**src/rtl/cfg_loader_pkg.sv**
```systemverilog
package cfg_loader_pkg;

   typedef enum logic [2:0] {
      LD_IDLE  = 3'd0,
      LD_PROG  = 3'd1,
      LD_REL   = 3'd2,
      LD_FETCH = 3'd3,
      LD_SHIFT = 3'd4,
      LD_FLUSH = 3'd5
   } ld_state_t;

   // sub-steps of one bit slot: clock low, data update, clock high
   typedef enum logic [1:0] {
      PH_CLK_LO = 2'd0,
      PH_DATA   = 2'd1,
      PH_CLK_HI = 2'd2
   } ld_phase_t;

endpackage

```
**src/rtl/cfg_pace_tick.sv**
```systemverilog
module cfg_pace_tick #(
   parameter int DIV = 4
) (
   input  logic clk,
   input  logic rst_n,
   output logic tick_o
);
   localparam int CW = (DIV > 1) ? $clog2(DIV) : 1;

   generate
      if (DIV < 1) begin : g_bad_div
         $error("cfg_pace_tick: DIV must be at least 1");
      end
      if (DIV == 1) begin : g_every
         assign tick_o = 1'b1;
      end else begin : g_count
         logic [CW-1:0] cnt_q;
         always_ff @(posedge clk or negedge rst_n) begin
            if (!rst_n)                       cnt_q <= '0;
            else if (cnt_q == CW'(DIV - 1))   cnt_q <= '0;
            else                              cnt_q <= cnt_q + 1'b1;
         end
         assign tick_o = (cnt_q == CW'(DIV - 1));
      end
   endgenerate
endmodule

```
**src/rtl/cfg_pin_sync.sv**
```systemverilog
module cfg_pin_sync #(
   parameter int         W       = 2,
   parameter int         STAGES  = 2,
   parameter logic [W-1:0] RST_VAL = '0
) (
   input  logic         clk,
   input  logic         rst_n,
   input  logic [W-1:0] d_i,
   output logic [W-1:0] q_o
);
   generate
      if (STAGES < 0 || STAGES > 4) begin : g_bad_stages
         $error("cfg_pin_sync: STAGES must be 0..4");
      end
      if (STAGES == 0) begin : g_pass
         assign q_o = d_i;
      end else begin : g_chain
         logic [W-1:0] stg_q [STAGES];
         for (genvar i = 0; i < STAGES; i++) begin : g_stage
            always_ff @(posedge clk or negedge rst_n) begin
               if (!rst_n) stg_q[i] <= RST_VAL;
               else        stg_q[i] <= (i == 0) ? d_i : stg_q[(i == 0) ? 0 : i - 1];
            end
         end
         assign q_o = stg_q[STAGES-1];
      end
   endgenerate
endmodule

```
**src/rtl/cfg_wait_timer.sv**
```systemverilog
module cfg_wait_timer #(
   parameter int LIMIT = 1000
) (
   input  logic clk,
   input  logic rst_n,
   input  logic clear_i,
   output logic expired_o
);
   localparam int CW = $clog2(LIMIT + 1);

   generate
      if (LIMIT < 1) begin : g_bad_limit
         $error("cfg_wait_timer: LIMIT must be at least 1");
      end
   endgenerate

   logic [CW-1:0] cnt_q;

   always_ff @(posedge clk or negedge rst_n) begin
      if (!rst_n)                         cnt_q <= '0;
      else if (clear_i)                   cnt_q <= '0;
      else if (cnt_q != CW'(LIMIT))       cnt_q <= cnt_q + 1'b1;
   end

   assign expired_o = (cnt_q == CW'(LIMIT));

   a_r2_timer_saturates: assert property (@(posedge clk) disable iff (!rst_n)
      (expired_o && !clear_i) |=> expired_o);
endmodule

```
**src/rtl/cfg_byte_serializer.sv**
```systemverilog
module cfg_byte_serializer #(
   parameter int W = 8
) (
   input  logic         clk,
   input  logic         rst_n,
   input  logic         load_i,
   input  logic [W-1:0] byte_i,
   input  logic         step_i,
   output logic         bit_o,
   output logic         last_bit_o
);
   localparam int CW = $clog2(W);

   generate
      if (W < 2) begin : g_bad_w
         $error("cfg_byte_serializer: W must be at least 2");
      end
   endgenerate

   logic [W-1:0]  sh_q;
   logic [CW-1:0] idx_q;

   always_ff @(posedge clk or negedge rst_n) begin
      if (!rst_n) begin
         sh_q  <= '0;
         idx_q <= '0;
      end else if (load_i) begin
         sh_q  <= byte_i;
         idx_q <= '0;
      end else if (step_i) begin
         sh_q  <= {sh_q[W-2:0], 1'b0};
         idx_q <= idx_q + 1'b1;
      end
   end

   assign bit_o      = sh_q[W-1];
   assign last_bit_o = (idx_q == CW'(W - 1));

   // a fresh byte presents its top bit first
   a_r4_msb_first: assert property (@(posedge clk) disable iff (!rst_n)
      load_i |=> (bit_o == $past(byte_i[W-1])) && (idx_q == '0));
endmodule

```
**src/rtl/cfg_serial_loader.sv**
```systemverilog
module cfg_serial_loader
   import cfg_loader_pkg::*;
#(
   parameter int DATA_W      = 8,
   parameter int DIV         = 4,
   parameter int TIMEOUT_CYC = 2_000_000,
   parameter int SYNC_STAGES = 2
) (
   input  logic              clk,
   input  logic              rst_n,
   input  logic              start_i,
   input  logic              readback_i,
   input  logic [DATA_W-1:0] s_data_i,
   input  logic              s_last_i,
   input  logic              s_valid_i,
   output logic              s_ready_o,
   output logic              busy_o,
   output logic              done_o,
   output logic              fail_o,
   output logic              crc_err_o,
   output logic              cfg_prog_n_o,
   output logic              cfg_cclk_o,
   output logic              cfg_din_o,
   input  logic              cfg_init_n_i,
   input  logic              cfg_done_i
);
   localparam int GAP_W = $clog2(DIV + 1);

   generate
      if (DIV < 1)         begin : g_bad_div     $error("cfg_serial_loader: DIV < 1");         end
      if (TIMEOUT_CYC < 1) begin : g_bad_timeout $error("cfg_serial_loader: TIMEOUT_CYC < 1"); end
   endgenerate

   // ---------------- helpers ----------------
   logic tick;
   logic init_n_s, done_s;
   logic expired, timer_clr;
   logic ser_load, ser_step, ser_bit, ser_last;

   cfg_pace_tick #(.DIV(DIV)) u_tick (
      .clk(clk), .rst_n(rst_n), .tick_o(tick));

   cfg_pin_sync #(.W(2), .STAGES(SYNC_STAGES), .RST_VAL(2'b10)) u_sync (
      .clk(clk), .rst_n(rst_n),
      .d_i({cfg_init_n_i, cfg_done_i}),
      .q_o({init_n_s, done_s}));

   cfg_wait_timer #(.LIMIT(TIMEOUT_CYC)) u_timer (
      .clk(clk), .rst_n(rst_n), .clear_i(timer_clr), .expired_o(expired));

   cfg_byte_serializer #(.W(DATA_W)) u_ser (
      .clk(clk), .rst_n(rst_n), .load_i(ser_load), .byte_i(s_data_i),
      .step_i(ser_step), .bit_o(ser_bit), .last_bit_o(ser_last));

   // ---------------- control state ----------------
   ld_state_t state_q, state_d;
   ld_phase_t phase_q, phase_d;
   logic cclk_q, cclk_d, din_q, din_d;
   logic last_q, last_d, pend_q, pend_d;
   logic done_q, done_d, fail_q, fail_d, crc_q, crc_d;
   logic crc_seen;

   assign crc_seen  = !init_n_s && !done_s;
   assign s_ready_o = (state_q == LD_FETCH) && !crc_seen;
   assign timer_clr = (state_d != state_q);

   always_comb begin
      state_d  = state_q;
      phase_d  = phase_q;
      cclk_d   = cclk_q;
      din_d    = din_q;
      last_d   = last_q;
      pend_d   = pend_q;
      done_d   = done_q;
      fail_d   = fail_q;
      crc_d    = crc_q;
      ser_load = 1'b0;
      ser_step = 1'b0;
      unique case (state_q)
         LD_IDLE: begin
            if (start_i) begin
               pend_d = 1'b1;
            end else if (readback_i && !pend_q) begin
               fail_d = 1'b1;
               done_d = 1'b0;
               crc_d  = 1'b0;
            end
            if (tick && pend_q) begin
               state_d = LD_PROG;
               pend_d  = 1'b0;
               done_d  = 1'b0;
               fail_d  = 1'b0;
               crc_d   = 1'b0;
            end
         end
         LD_PROG: if (tick) begin
            if (!init_n_s) begin
               state_d = LD_REL;
            end else if (expired) begin
               state_d = LD_IDLE;
               fail_d  = 1'b1;
            end
         end
         LD_REL: if (tick) begin
            if (init_n_s) begin
               state_d = LD_FETCH;
               cclk_d  = 1'b1;
            end else if (expired) begin
               state_d = LD_IDLE;
               fail_d  = 1'b1;
            end
         end
         LD_FETCH: begin
            if (s_valid_i && s_ready_o) begin
               ser_load = 1'b1;
               last_d   = s_last_i;
               state_d  = LD_SHIFT;
               phase_d  = PH_CLK_LO;
            end else if (tick && crc_seen) begin
               state_d = LD_IDLE;
               crc_d   = 1'b1;
               fail_d  = 1'b1;
            end
         end
         LD_SHIFT: if (tick) begin
            unique case (phase_q)
               PH_CLK_LO: begin cclk_d = 1'b0;    phase_d = PH_DATA;   end
               PH_DATA:   begin din_d  = ser_bit; phase_d = PH_CLK_HI; end
               default: begin
                  cclk_d   = 1'b1;
                  ser_step = 1'b1;
                  phase_d  = PH_CLK_LO;
                  if (ser_last) state_d = last_q ? LD_FLUSH : LD_FETCH;
               end
            endcase
         end
         LD_FLUSH: if (tick) begin
            if (phase_q == PH_CLK_LO && done_s) begin
               state_d = LD_IDLE;
               done_d  = 1'b1;
            end else if (expired) begin
               state_d = LD_IDLE;
               fail_d  = 1'b1;
               phase_d = PH_CLK_LO;
            end else begin
               unique case (phase_q)
                  PH_CLK_LO: begin cclk_d = 1'b0; phase_d = PH_DATA;   end
                  PH_DATA:   begin din_d  = 1'b1; phase_d = PH_CLK_HI; end
                  default:   begin cclk_d = 1'b1; phase_d = PH_CLK_LO; end
               endcase
            end
         end
         default: state_d = LD_IDLE;
      endcase
   end

   always_ff @(posedge clk or negedge rst_n) begin
      if (!rst_n) begin
         state_q <= LD_IDLE;
         phase_q <= PH_CLK_LO;
         cclk_q  <= 1'b1;
         din_q   <= 1'b1;
         last_q  <= 1'b0;
         pend_q  <= 1'b0;
         done_q  <= 1'b0;
         fail_q  <= 1'b0;
         crc_q   <= 1'b0;
      end else begin
         state_q <= state_d;
         phase_q <= phase_d;
         cclk_q  <= cclk_d;
         din_q   <= din_d;
         last_q  <= last_d;
         pend_q  <= pend_d;
         done_q  <= done_d;
         fail_q  <= fail_d;
         crc_q   <= crc_d;
      end
   end

   assign cfg_prog_n_o = (state_q != LD_PROG);
   assign cfg_cclk_o   = cclk_q;
   assign cfg_din_o    = din_q;
   assign busy_o       = (state_q != LD_IDLE) || pend_q;
   assign done_o       = done_q;
   assign fail_o       = fail_q;
   assign crc_err_o    = crc_q;

   // ---------------- assertions ----------------
   logic [2:0]       pins_prev_q;
   logic [GAP_W-1:0] gap_q;
   logic             pin_chg;

   assign pin_chg = ({cfg_prog_n_o, cfg_cclk_o, cfg_din_o} != pins_prev_q);

   always_ff @(posedge clk or negedge rst_n) begin
      if (!rst_n) begin
         pins_prev_q <= 3'b111;
         gap_q       <= GAP_W'(DIV);
      end else begin
         pins_prev_q <= {cfg_prog_n_o, cfg_cclk_o, cfg_din_o};
         if (pin_chg)                    gap_q <= GAP_W'(1);
         else if (gap_q != GAP_W'(DIV))  gap_q <= gap_q + 1'b1;
      end
   end

   a_r5_din_under_low_clock: assert property (@(posedge clk) disable iff (!rst_n)
      (cfg_din_o != $past(cfg_din_o)) |-> (!cfg_cclk_o && !$past(cfg_cclk_o)));

   a_r6_pin_spacing: assert property (@(posedge clk) disable iff (!rst_n)
      pin_chg |-> (gap_q >= GAP_W'(DIV)));

   a_r7_ready_with_clock_high: assert property (@(posedge clk) disable iff (!rst_n)
      s_ready_o |-> (cfg_cclk_o && busy_o));

   a_r8_crc_stops_stream: assert property (@(posedge clk) disable iff (!rst_n)
      crc_err_o |-> (fail_o && !s_ready_o && !done_o));

   a_r2_fail_releases_program: assert property (@(posedge clk) disable iff (!rst_n)
      fail_o |-> cfg_prog_n_o);

   a_r9_done_holds_din_high: assert property (@(posedge clk) disable iff (!rst_n)
      done_o |-> (cfg_din_o && !fail_o));

   a_r10_readback_refused: assert property (@(posedge clk) disable iff (!rst_n)
      (readback_i && !start_i && !busy_o) |=> (fail_o && !done_o && !crc_err_o && !busy_o));
endmodule

```
**config.mk**
```make
export PLATFORM = sky130hd
export DESIGN_NAME = cfg_serial_loader
export DESIGN_NICKNAME = d
export VERILOG_FILES = /design/src/rtl/cfg_loader_pkg.sv /design/src/rtl/cfg_pace_tick.sv /design/src/rtl/cfg_pin_sync.sv /design/src/rtl/cfg_wait_timer.sv /design/src/rtl/cfg_byte_serializer.sv /design/src/rtl/cfg_serial_loader.sv
export SDC_FILE = /design/constraint.sdc
export NUM_CORES = 1
export LEC_CHECK = 0
export BUFFER_PORTS_ARGS = -buffer_cell sky130_fd_sc_hd__buf_2
export CAP_MARGIN = 0
export CORE_MARGIN = 3
export CORE_UTILIZATION = 50
export DETAILED_ROUTE_END_ITERATION = 12
export PLACE_DENSITY_LB_ADDON = 0.08
export SYNTH_ARGS = -nofsm -noshare
export SYNTH_HDL_FRONTEND = slang
export SYNTH_SLANG_ARGS = --single-unit
```
**constraint.sdc**
```tcl
create_clock -name clk -period 6.94 [get_ports clk]
set_clock_uncertainty 0.1 [all_clocks]
set_input_delay 0.347 -clock clk [delete_from_list [all_inputs] [get_ports clk]]
set_output_delay 0.347 -clock clk [all_outputs]
set_load 0.01 [all_outputs]
```
Word-level counts from Yosys, hierarchy flattened
Index checks and enable logic that the tools add are counted.

Reductions and logical operators: 33. Divide/modulo/power cells: 0. Eq/ne operators: 29. Add/subtract/negate cells: 3. Multipliers: 0. Magnitude comparators: 0. Muxes and demuxes: 71. Bitwise operators: 0. Shifts and indexed selects: 0.

Operators with widths (number): $mux 3 (16); $mux 21 (2); $mux 1 (36); $ne 2x2->1 const B (11); $add 21x1->21 const B (1); $eq 21x21->1 const B (1); $ne 21x21->1 const B (1); $pmux 3 s6 (1); $mux 8 (2); $reduce_and 5->1 (3); $reduce_and 7->1 (2); $mux 2 (6); $reduce_bool 2->1 (6); $reduce_and 11->1 (1); $eq 3x3->1 const B (3); $reduce_bool 3->1 (3); $ne 2x1->1 const B (4); $pmux 1 s2 (4); $logic_and 1x1->1 (7); $eq 3x2->1 const B (2); $ne 3x3->1 const B (2); $pmux 2 s3 (1); $pmux 1 s5 (1); $reduce_bool 5->1 (1); other kinds (15) (19).

Bits in latches: 0. Logic and storage cells: 151. Memory bits (writable): 0. Output and inout port bits: 8. Bits in registers: 50. ROM bits: 0. Memories kept: 0. Bits of input ports: 16.

Longest topological paths before layout
Depth in word-level cells: 9. Depth in mapped cells: 8. Gate-level depth less buffers: 7.

Hierarchy
A second synthesis with hierarchy kept.

Cells, all modules: 286. Area, all modules: 2761.4 um^2.

By module, submodules not included: cfg_wait_timer (sequential area each 525.5 um^2, area an instance 1186.1 um^2, cells each 125, times used 1); cfg_serial_loader (sequential area each 302.8 um^2, area an instance 883.3 um^2, cells each 106, times used 1); cfg_byte_serializer (sequential area each 275.3 um^2, area an instance 508.0 um^2, cells each 45, times used 1); cfg_pin_sync (sequential area each 102.6 um^2, area an instance 117.6 um^2, cells each 6, times used 1); cfg_pace_tick (sequential area each 50.0 um^2, area an instance 66.3 um^2, cells each 4, times used 1).

Worst setup path after synthesis
No wires, ideal clock.

Path kind: register -> register. Start point: reg u_timer.cnt_q[0]. End point: reg u_timer.cnt_q[0]. Data required time: 6.720 ns. Arrival: 1.994 ns. Buffers on the path: 1. Path slack: 4.726 ns. Cell stages (with the launch flop): 9. Library setup time: 0.120 ns. Clock period less this slack: 2.214 ns. Path through: dfrtp_1 > inv_1 > ha_1 > or4b_4 > nor4_4 > o2111ai_1 > o22ai_2 > buf_6 > nor3_1.

Word-level cells in the longest chain between the ends: 7. Elaborated cells between the ends (all ways): 15. Those cells by class: add/sub (1); eq/ne (3); mux (10); reduce/logical (1).

Ends and longest elaborated chain: start, declared (line cfg_wait_timer.sv:17) `logic [CW-1:0] cnt_q;`; start signal, assigned (line cfg_wait_timer.sv:22) `else if (cnt_q != CW'(LIMIT)) cnt_q <= cnt_q + 1'b1;`; $eq 21x21->1 (line cfg_wait_timer.sv:25) `assign expired_o = (cnt_q == CW'(LIMIT));`; $mux 3 (line cfg_serial_loader.sv:99, cfg_serial_loader.sv:108, cfg_serial_loader.sv:141); $mux 3, on equally long branches (line cfg_serial_loader.sv:138, cfg_serial_loader.sv:97, cfg_serial_loader.sv:105); $mux 3, on equally long branches (line cfg_serial_loader.sv:137, cfg_serial_loader.sv:96, cfg_serial_loader.sv:104); $pmux 3 s6 (line cfg_serial_loader.sv:79) `unique case (state_q)`; $ne 3x3->1 (line cfg_serial_loader.sv:65) `assign timer_clr = (state_d != state_q);`; $mux 21 or $reduce_bool 2->1 (tied branches).

Parallel ways exist; a longest one is shown, timed or not. The select of a mux whose other input is x is not followed. A chain may end at the register's enable or synchronous reset.

Worst setup path after layout
Start point: reg u_tick.g_count.cnt_q[0]. End point: reg u_timer.cnt_q[1].

Word-level cells in the longest chain between the ends: 7. Elaborated cells between the ends (all ways): 14. Those cells by class: eq/ne (2); mux (9); reduce/logical (3).

Ends and longest elaborated chain: start, declared (line cfg_pace_tick.sv:17) `logic [CW-1:0] cnt_q;`; start signal, assigned (line cfg_pace_tick.sv:21) `else cnt_q <= cnt_q + 1'b1;`; $eq 2x2->1 * (line cfg_pace_tick.sv:23) `assign tick_o = (cnt_q == CW'(DIV - 1));`; $logic_and 1x1->1 (line cfg_serial_loader.sv:119) `end else if (tick && crc_seen) begin`; $mux 3 (line cfg_serial_loader.sv:119); $mux 3 (line cfg_serial_loader.sv:114) `if (s_valid_i && s_ready_o) begin`; $pmux 3 s6 * (line cfg_serial_loader.sv:79); $ne 3x3->1 * (line cfg_serial_loader.sv:65); $mux 21 or $reduce_bool 2->1 (tied branches).

Mark *: on every way between the ends. The rest lies on a longest branch, timed or not.

==> flow_summary.ini <==
[grt]
track_usage = 0.193
grt_overflow = 0
grt_pass1_wl_mm = 9.60
grt_pass1_vias = 1967
grt_max_degree = 51
antenna_found_initial = 0

[detailed_routing]
vias = 2102
wire_per_inst_um = 14.8
dr.pass1.iters = 4
wl_mm = 5.43
remaining_drc_errors = 0
vias_per_cell = 5.74
drt-initial-drc-count = 244
ant_nets = 0

[logic_synthesis]
yosysWarnings = 0
syn_area_um2 = 2710
syn_nets = 297
synth_enable_flop_cells = 0
synthCells = 276
synth_seq_area_share = 0.463
synth_seq_cells = 50
async_reset_ff_frac = 1.00
yosysUniqueCellTypes = 56
synth_area_per_cell_um2 = 9.82
synth_flop_cell = dfrtp_1

[final_layout]
diodes = 0
n_fill_cell = 481
seq_area_um2 = 1260
fin_cells = 366
multi_input_area_um2 = 1350
drive_gt1_frac = 0.166
fin_nets = 316
final_design_area_no_fill_um2 = 2930
area_growth_pct = 8.12

[clocking]
ctsLongestPathBuffers = 2
htree_levels = 2
clock-root-buffer = clkbuf_8
clk_latency_ps = 310
clk_pin_slew_worst_paths_ps = 90
ctsResizeCount = 0
post_cts_buffers = 0
cts.sinks = 50
cts_inserted_buffers = 5
cts_tree = done
cts_hold_buf = 0

[setup_path]
worstPathRequired_ps = 6980
r2r_setup_slack_ps = 3600
worst_ep_arrival_time_ps = 3380
path_class = reg2reg
worstSetupStartpointType = flop
crit_fanout = 21
endpoint_kind = flop

[outcome]
status = complete, no violations

[power]
p_int_uw = 551
p_leak_uw = 0.00125
seq_power_share = 0.489
p_total_uw = 883
p_sw_uw = 332
power_density_nw_per_um2 = 301
peakVddDrop_mv = 0.180
power_switching_share = 0.376
clkPwrFrac = 0.200
p_comb_frac = 0.310

[sta]
worst_slew_pin_slew_ps = 1070
period_share = 0.481
fin_tns_setup_ps = 0
fin_ws_ps = 3600
drv_slew = 0
setup_viol = 0
rsz0062_at_grt = no
fin_crit_ps = 3340
hold_violations = 0
max_slew_margin = 0.285
max_freq_mhz = 300

[die]
core-area_um2 = 5170
die_h_um = 79.6
pin_count = 24
rows = 26
design.die.area_um2 = 6340
fp.dieW_um = 79.6
start_util = 0.524

[worst_hold_path]
hold_class = in2async

[placed_design]
placed_cells = 358
placed_area_um2 = 2840
dp_slack_ps = 3600
place_congestion = 0.822
hpwl_mm = 3.70
io_buffers = 23

[run]
maxCapViolations = 0
[worst paths after layout]
kind / from / end / depth (start not counted)
worst max-delay path: u_tick.g_count.cnt_q[0]$_DFF_PN0_ / u_timer.cnt_q[1]$_DFFE_PN0P_ / 6
worst min-delay path: rst_n / fail_o$_DFFE_PN0P_ / 2
worst max register to register: u_tick.g_count.cnt_q[0]$_DFF_PN0_ / u_timer.cnt_q[1]$_DFFE_PN0P_ / 6
worst min register to register: u_sync.g_chain.stg_q[2]$_DFF_PN0_ / u_sync.q_o[0]$_DFF_PN0_ / 0
max in group asynchronous: rst_n / phase_q[0]$_DFFE_PN0P_ / 2
min in group clk: cfg_init_n_i / u_sync.g_chain.stg_q[3]$_DFF_PN1_ / 1
[cell type report]
| type | instances | share of cell area |
|---|---|---|
| multi-input cells | 208 | 0.460 |
| flip-flops and latches | 50 | 0.429 |
| repair buffers | 24 | 0.0418 |
| well taps | 70 | 0.0299 |
| clock buffers | 6 | 0.0282 |
| inverters | 6 | 0.00768 |
| clock inverters | 2 | 0.00427 |
[cell usage in the layout, fill, tap and decap left out, drive strengths merged, types with 3 or more instances in the layout]
| cell | Yosys | routed |
|---|---|---|
| and4 | 3 | 3 |
| mux2i | 5 | 5 |
| xor2 | 13 | 13 |
| nor2 | 25 | 25 |
| or4b | 3 | 3 |
| o21ai | 7 | 7 |
| inv | 6 | 6 |
| nand4 | 6 | 6 |
| xnor2 | 7 | 7 |
| a22oi | 6 | 6 |
| nor4 | 3 | 3 |
| a211oi | 4 | 4 |
| buf | 4 | 24 |
| o31ai | 3 | 3 |
| nand2 | 30 | 30 |
| a21oi | 8 | 8 |
| dfstp | 4 | 4 |
| and2 | 3 | 3 |
| nand3 | 11 | 11 |
| nand3b | 3 | 3 |
| nor3 | 26 | 26 |
| dfrtp | 46 | 46 |
| nand2b | 6 | 6 |
| ha | 5 | 5 |
| clkbuf | 8 | 6 |
[worst max-delay path, cell delays in order (launching register included)]
cell and delay (ps):
dfrtp_1 370, ha_1 470, nand3b_1 240, nor2_1 760
a211oi_1 200, a41oi_2 890, nor3_1 140
[sequential cells by signal, summed over array words and instances (netlist names)]
name                  count
u_tick.g_count.cnt_q      2
cfg_din_o                 1
u_sync.q_o                2
u_ser.idx_q               3
phase_q                   2
fail_o                    1
state_q                   3
last_q                    1
u_ser.sh_q                8
cfg_cclk_o                1
crc_err_o                 1
u_timer.cnt_q            21
pend_q                    1
done_o                    1
u_sync.g_chain.stg_q      2
[cell usage after synthesis, types with 7 or more instances]
| cell type | number | area, um2 |
|---|---|---|
| clkbuf_1 | 7 | 26.3 |
| xor2_1 | 13 | 114 |
| dfrtp_1 | 46 | 1150 |
| nand2_1 | 30 | 113 |
| o21ai_0 | 7 | 35.0 |
| xnor2_1 | 7 | 61.3 |
| nor2_1 | 25 | 93.8 |
| a21oi_1 | 8 | 40.0 |
| nand3_1 | 11 | 55.1 |
| nor3_1 | 24 | 120 |
[logic make-up after synthesis]
| logic type | count (synthesis) | share of synthesized area |
|---|---|---|
| XOR/XNOR | 20 | 0.0646 |
| AO/OA/AOI/OAI | 49 | 0.134 |
| buffers and inverters | 18 | 0.0397 |
| multiplexers | 6 | 0.0226 |
| adder cells (fa/ha/maj) | 5 | 0.0231 |
| AND/OR/NAND/NOR | 128 | 0.253 |
| flip-flops | 50 | 0.463 |
[power by group through the flow]
stage          registers (uW)  clock network [uW]  logic [uW]
2_1_floorplan             406                   0         249
3_3_place_gp              435                   0         270
3_5_place_dp              438                   0         273
4_1_cts                   432                 182         276
5_1_grt                   447                 193         311
6_report                  432                 177         274
[layer usage]
metal	part of all wire	track usage	wire, um
met2	0.43	0.279	2330
met5	0	0	0
met4	0.014	0.0739	76
met1	0.51	0.289	2750
met3	0.051	0.0305	276
[per-stage QoR]
step           utilization  hold slack [ps]
2_1_floorplan            -            -48.6
3_3_place_gp         0.548              235
3_5_place_dp         0.548              235
4_1_cts              0.567             18.9
5_1_grt              0.567             11.9
6_report             0.567             28.8
Power figures use the tool's default switching activity.
